==> src/rtl/pic_pkg.sv <==
package pic_pkg;
    localparam int PIC_N_IRQ = 4;
    localparam int PIC_VEC_W = 8;
    // routine start addresses, request 0 in the low slice
    localparam logic [PIC_N_IRQ*PIC_VEC_W-1:0] PIC_VEC_TABLE =
        {8'd240, 8'd170, 8'd20, 8'd4};
endpackage

==> src/rtl/pic_prio_enc.sv <==
// Fixed-priority picker: the lowest set index wins.
module pic_prio_enc #(
    parameter int N = 4
) (
    input  logic [N-1:0] req,
    output logic [N-1:0] onehot,
    output logic         any
);
    for (genvar i = 0; i < N; i++) begin : g_bit
        if (i == 0) begin : g_top
            assign onehot[i] = req[i];
        end else begin : g_rest
            assign onehot[i] = req[i] & ~(|req[i-1:0]);
        end
    end
    assign any = |req;
endmodule

==> src/rtl/pic_vec_sel.sv <==
// AND-OR selection of a routine address from a one-hot winner.
module pic_vec_sel #(
    parameter int                   N     = 4,
    parameter int                   VW    = 8,
    parameter logic [N*VW-1:0]      TABLE = '0
) (
    input  logic [N-1:0]  sel_oh,
    output logic [VW-1:0] vec
);
    logic [VW-1:0] part [N];
    for (genvar i = 0; i < N; i++) begin : g_slot
        assign part[i] = sel_oh[i] ? TABLE[i*VW +: VW] : '0;
    end
    always_comb begin
        vec = '0;
        for (int i = 0; i < N; i++) vec = vec | part[i];
    end
endmodule

==> src/rtl/pic_top.sv <==
module pic_top
    import pic_pkg::*;
#(
    parameter int                          N_IRQ     = PIC_N_IRQ,
    parameter int                          VEC_W     = PIC_VEC_W,
    parameter logic [N_IRQ*VEC_W-1:0]      VEC_TABLE = PIC_VEC_TABLE
) (
    input  logic             clk,
    input  logic             rst_n,
    input  logic [N_IRQ-1:0] irq_i,
    input  logic             en_cmd_i,
    input  logic             dis_cmd_i,
    input  logic             inta_i,
    input  logic             reti_i,
    output logic             intr_o,
    output logic [VEC_W-1:0] vector_o,
    output logic [N_IRQ-1:0] isr_o
);
    typedef struct packed {
        logic [N_IRQ-1:0] pend;
        logic [N_IRQ-1:0] isr;
        logic             ien;
        logic [VEC_W-1:0] vec;
    } pic_state_t;

    pic_state_t st_d, st_q;

    logic [N_IRQ-1:0] isr_low_oh;
    logic             isr_any;
    logic [N_IRQ-1:0] prio_mask;
    logic [N_IRQ-1:0] elig;
    logic [N_IRQ-1:0] win_oh;
    logic             win_any;
    logic [VEC_W-1:0] win_vec;
    logic             ack;
    logic             ien_q;

    // most urgent level currently in service
    pic_prio_enc #(.N(N_IRQ)) u_isr_low (
        .req    (st_q.isr),
        .onehot (isr_low_oh),
        .any    (isr_any)
    );

    // only levels strictly more urgent than the one in service may compete
    assign prio_mask = isr_any ? (isr_low_oh - 1'b1) : '1;
    assign elig      = st_q.pend & prio_mask;

    pic_prio_enc #(.N(N_IRQ)) u_win (
        .req    (elig),
        .onehot (win_oh),
        .any    (win_any)
    );

    pic_vec_sel #(.N(N_IRQ), .VW(VEC_W), .TABLE(VEC_TABLE)) u_vec (
        .sel_oh (win_oh),
        .vec    (win_vec)
    );

    assign intr_o = st_q.ien & win_any;
    assign ack    = inta_i & intr_o;

    always_comb begin
        st_d      = st_q;
        st_d.pend = (st_q.pend | irq_i) & ~(ack ? win_oh : '0);
        if (en_cmd_i)  st_d.ien = 1'b1;
        if (dis_cmd_i) st_d.ien = 1'b0;
        if (ack)       st_d.ien = 1'b0;
        if (reti_i)    st_d.isr = st_d.isr & ~isr_low_oh;
        if (ack) begin
            st_d.isr = st_d.isr | win_oh;
            st_d.vec = win_vec;
        end
    end

    always_ff @(posedge clk or negedge rst_n) begin
        if (!rst_n) st_q <= '0;
        else        st_q <= st_d;
    end

    assign vector_o = st_q.vec;
    assign isr_o    = st_q.isr;
    assign ien_q    = st_q.ien;
endmodule

==> config.mk <==
export PLATFORM = sky130hd
export DESIGN_NAME = pic_top
export DESIGN_NICKNAME = d
export VERILOG_FILES = /design/src/rtl/pic_pkg.sv /design/src/rtl/pic_prio_enc.sv /design/src/rtl/pic_vec_sel.sv /design/src/rtl/pic_top.sv
export SDC_FILE = /design/constraint.sdc
export NUM_CORES = 1
export LEC_CHECK = 0
export ABC_CLOCK_PERIOD_IN_PS = 1300
export BUFFER_PORTS_ARGS = -buffer_cell sky130_fd_sc_hd__buf_2
export CAP_MARGIN = 20
export CORE_UTILIZATION = 43
export DETAILED_ROUTE_END_ITERATION = 12
export PLACE_DENSITY = 0.72
export SLEW_MARGIN = 20
export SYNTH_ARGS = -nofsm -noshare
export SYNTH_HDL_FRONTEND = slang
export SYNTH_SLANG_ARGS = --single-unit
==> constraint.sdc <==
create_clock -name clk -period 1.3 [get_ports clk]
set_input_delay 0.13 -clock clk [delete_from_list [all_inputs] [get_ports clk]]
set_output_delay 0.13 -clock clk [all_outputs]
set_load 0.02 [all_outputs]
-- Word level (Yosys, flattened, before mapping)
Cells that the tools add are included.
- add/subtract/negate cells: 1
- mux-type cells: 11
- bitwise gates (word level): 24
- reductions and logical operators: 7
- operator list (operator ; number):
    $or 8x8->8 ; 3
    $mux 4 ; 4
    $mux 8 ; 2
    $and 4x4->4 ; 3
    $and 1x1->1 ; 8
    $not 4->4 ; 2
    $or 4x4->4 ; 2
    $reduce_or 4->1 ; 2
    $not 1->1 ; 6
    $reduce_or 3->1 ; 2
    $mux 5 ; 1
    $reduce_or 2->1 ; 2
    $sub 4x1->4 const B ; 1
    $mux 1 ; 3
    $mux 3 ; 1
    $reduce_bool 3->1 ; 1
- flip-flop bits (word level): 17
- output and inout bits: 13
- word-level logic and storage cells: 47

-- Depth between registers and ports, before layout
- depth in word-level cells: 12
- depth in mapped cells: 4
- depth with buffers taken out: 4

-- Cells and area by module
A second synthesis with hierarchy kept.
- cells, all modules: 89
- area, all modules: 949.7 µm²
- modules (own cells, without submodules) (module ; times used ; cells an instance ; area each (µm²) ; sequential area each (µm²)):
    pic_top ; 1 ; 70 ; 814.5 ; 425.4
    pic_prio_enc ; 2 ; 5 ; 37.5 ; 0.0
    pic_vec_sel ; 1 ; 9 ; 60.1 ; 0.0

-- Least setup slack after synthesis
OpenSTA, ideal clock, no wires.
- path kind: register to output
- from: register st_q, in the netlist isr_o[2]
- to: output port intr_o
- arrival: 1.234 ns
- data required time: 1.170 ns
- setup slack: -0.064 ns
- stages on the path, launching flop included: 4
- path buffers: 0
- path through: dfrtp_1 nor3_4 o21ai_2 a21boi_0
- longest elaborated chain between the ends: 8
- ends and longest elaborated chain (what ; line ; source):
    start, declared ; pic_top.sv:26 ; pic_state_t st_d, st_q;
    start signal, assigned ; pic_top.sv:78 ; else st_q <= st_d;
    $reduce_or 3->1 ; pic_prio_enc.sv:13 ; assign onehot[i] = req[i] & ~(|req[i-1:0]);
    $not 1->1 ; pic_prio_enc.sv:13 ;
    $and 1x1->1 ; pic_prio_enc.sv:13 ;
    $sub 4x1->4 ; pic_top.sv:46 ; assign prio_mask = isr_any ? (isr_low_oh - 1'b1) : '1;
    $mux 4 * ; pic_top.sv:46 ;
    $and 4x4->4 * ; pic_top.sv:47 ; assign elig = st_q.pend & prio_mask;
    $reduce_or 4->1 * ; pic_prio_enc.sv:16 ; assign any = |req;
    $and 1x1->1 * ; pic_top.sv:60 ; assign intr_o = st_q.ien & win_any;
    end, declared ; pic_top.sv:15 ; output logic intr_o,
Mark *: on every way between the ends. The rest lies on a longest branch, timed or not.

-- Worst setup path after layout
- from: register st_q, in the netlist isr_o[1]
- to: register st_q, in the netlist vector_o[5]
- longest elaborated chain between the ends: 11
- ends and longest elaborated chain (what ; line ; source):
    $reduce_or 2->1 ; pic_prio_enc.sv:13 ;
    $not 1->1 ; pic_prio_enc.sv:13 ;
    $and 1x1->1 ; pic_prio_enc.sv:13 ;
    $sub 4x1->4 ; pic_top.sv:46 ;
    $mux 4 * ; pic_top.sv:46 ;
    $and 4x4->4 * ; pic_top.sv:47 ;
    $reduce_or 3->1 ; pic_prio_enc.sv:13 ;
    $not 1->1 ; pic_prio_enc.sv:13 ;
    $and 1x1->1 ; pic_prio_enc.sv:13 ;
    $mux 8 ; pic_vec_sel.sv:12 ; assign part[i] = sel_oh[i] ? TABLE[i*VW +: VW] : '0;
    $or 8x8->8 ; pic_vec_sel.sv:16 ; for (int i = 0; i < N; i++) vec = vec | part[i];
Marks and branches as above.
A chain may end at the register's enable or synchronous reset.

==> results.cfg <==
[worst_setup_path]
path_delay_family = simple AND/OR/NAND/NOR gates
start_kind = register
cp_slowest_stage_delay_ns = 0.45
worstSetupEndpointType = register
r2r_slack_ns = -0.18
cp_cell_sequence = nor3_4 > o21ai_4 > buf_6 > or4_1 > o21ai_1
cpMaxStageDelayCell = dfrtp_2
critPathRequiredTime_ns = 1.51
critPathKind = reg -> reg
crit_buf_inv = 1
critPathMaxFanout = 5
arrival_ns = 1.69

[layout]
num_antenna_cells = 0
fin_util_pct = 60.5
fillers = 137
finalNonFillerCells = 113
design_area_um2 = 911
drive_gt1_share_pct = 46.4
area_delta_synth_final_pct = 31.6
fin_nets = 109

[drt]
finalWirelength_mm = 1.50
wl_per_cell_um = 13.3
dr.pass1.iters = 4
drtIter0Drc = 13
drc_errors = 0
dr_total_vias = 600
viasPerCell = 5.31
ant_nets = 0

[placed_design]
post-place-cells = 104
gp_congestion = 0.788
place_ws_ns = -0.0178
post_dp_cell_area_um2 = 787
dp_hpwl_um = 1000
io_buffer_count = 21

[power_and_ir_drop]
power.share.clock_pct = 24.5
intPower_mw = 0.693
p_switching_mw = 0.311
comb_power_share_pct = 25.2
power_density_mw_per_mm2 = 1100
ir_worst_vdd_v = 0.000584
p_leak_nw = 0.448
seqPwrFrac_pct = 50.3
sw_frac_of_total_pct = 31.0

[global_routing]
track_usage_pct = 19.5
grt_pass1_wl_mm = 2.53
overflow = 0
antenna_found_initial = 0
grt_max_degree = 15
first_global_vias = 558

[die]
core_mm2 = 0.00151
die_area_mm2 = 0.00177
initial_core_util_pct = 45.9
rows = 14
fp.dieW_um = 42.1
io_pins = 23
die-height_um = 42.1

[clock_network]
numCtsBuffers = 3
clk_pin_slew_worst_paths_ns = 0.08
cts_root_buf = clkbuf_4
cts_buffer_depth = 2
cts_tree = yes
cts_sinks = 14
clk-insertion-delay-late_ns = 0.28
htree_levels = 1

[synthesis]
yosysTopAreaCell = dfrtp_1
ys_types = 19
synthesis.nets = 81
mappedNetlistArea_um2 = 692
syn_avg_cell_area_um2 = 9.75
yosysMostFrequentCell = dfrtp_1
ys_seq_area_share_pct = 50.6
synth_edf_count = 0
synthTopCellsByArea = dfrtp_1, buf_4, o21ai_0
synthCells = 71
synth_top_area_share_pct = 50.6
async_flop_share_pct = 100
synth_warnings = 0
synth-seq-cells = 14
synth_ff_type = dfrtp_1
yosys-top-cells-count = dfrtp_1, buf_4, nand2_1, o21ai_0, inv_1

[timing]
finalSetupTns_ns = -0.686
finalMaxSlewViolations = 0
setup_ws_ns = -0.177
finClkSkew_ns = 0.00688
setup_viol = 6
fmax_mhz = 677
rsz0062_at_grt = true
timing.final.crit_share_pct = 114
min_period_ns = 1.48
finalHoldViolCount = 0

[status]
outcome = finished, violations left
violations = setup timing

[run]
maxCapViolations = 0

[min_path]
hp-class = in -> reg
==> power by group through the flow <==
stage	combinational, mW	clock [mW]	sequential (mW)
2_1_floorplan	0.158	0	0.507
3_3_place_gp	0.206	0	0.510
3_5_place_dp	0.208	0	0.512
4_1_cts	0.239	0.249	0.507
5_1_grt	0.274	0.260	0.512
6_report	0.253	0.246	0.505
==> final timing paths <==
| path | to | cells after the start | startpoint |
|---|---|---|---|
| max reg2reg | vector_o[5]$_DFFE_PN0P_ | 5 | isr_o[1]$_DFF_PN0_ |
| max | vector_o[5]$_DFFE_PN0P_ | 5 | isr_o[1]$_DFF_PN0_ |
| max in group asynchronous | isr_o[1]$_DFF_PN0_ | 2 | rst_n |
| min in group asynchronous | vector_o[2]$_DFFE_PN0P_ | 2 | rst_n |
| min | st_q[16]$_DFF_PN0_ | 2 | irq_i[3] |
| min reg2reg | st_q[16]$_DFF_PN0_ | 1 | st_q[16]$_DFF_PN0_ |
==> registers in the layout (all words and copies together), names as in the netlist <==
register	flops
ien_q	1
vector_o	5
st_q	4
isr_o	4
==> cell usage in the layout (no fill, tap or decap), types with 2 or more instances in the layout <==
cell / instances
buf_2: 20
buf_4: 11
buf_6: 2
clkbuf_4: 3
dfrtp_1: 13
dlygate4sd3_1: 2
inv_1: 5
nand2_1: 8
nand3_1: 2
nand4_1: 3
nor2_1: 2
nor2b_1: 2
o21a_1: 4
o21ai_0: 6
==> worst register-to-register path, stage by stage (launching register included) <==
cell and delay [ns]:
dfrtp_2 0.45, nor3_4 0.24, o21ai_4 0.10, buf_6 0.13, or4_1 0.40, o21ai_1 0.09
==> per-stage QoR <==
stage | hold slack (ns) | total power, mW
after CTS | 0.0451 | 0.994
after global routing | 0.0416 | 1.05
final | 0.0468 | 1.00
after global placement | 0.0376 | 0.717
after detailed placement | 0.0427 | 0.720
after floorplan | -0.166 | 0.664
==> cell families (layout without fill, tap and decap cells) <==
kind of cell           Yosys count  in the layout  share of synthesized area [%]
and+or+nand+nor                 24             24                           19.4
buffers and inverters           17             43                           15.7
AOI/OAI and AO/OA               15             15                           13.7
DFF                             14             14                           50.6
other                            1              1                          0.542
==> repair_timing <==
action,in CTS,in global routing
pin swaps,4,2
hold buffers,2,0
buffers inserted,4,2
endpoints found under the setup margin,4,10
hold endpoints to repair,15,0
gates resized for setup,6,5
==> per-layer routing <==
metal	vias to the layer above	track usage [%]	wire (um)	share of wire, %
met5	-	0	0	0
met3	5	2.59	66	4.4
met1	294	25.4	667	44
met4	0	11.3	36	2.4
li1	282	-	-	-
met2	19	31.3	733	49
==> cell type report <==
cell class | instances | area, um^2 | share of cell area (%)
clock buffer | 3 | 22.5 | 2.47
timing repair buffer | 35 | 225 | 24.7
inverter | 5 | 18.8 | 2.06
tap | 16 | 20.0 | 2.20
multi-input combinational | 40 | 273 | 29.9
sequential | 14 | 352 | 38.6
Power figures use the tool's default switching activity.
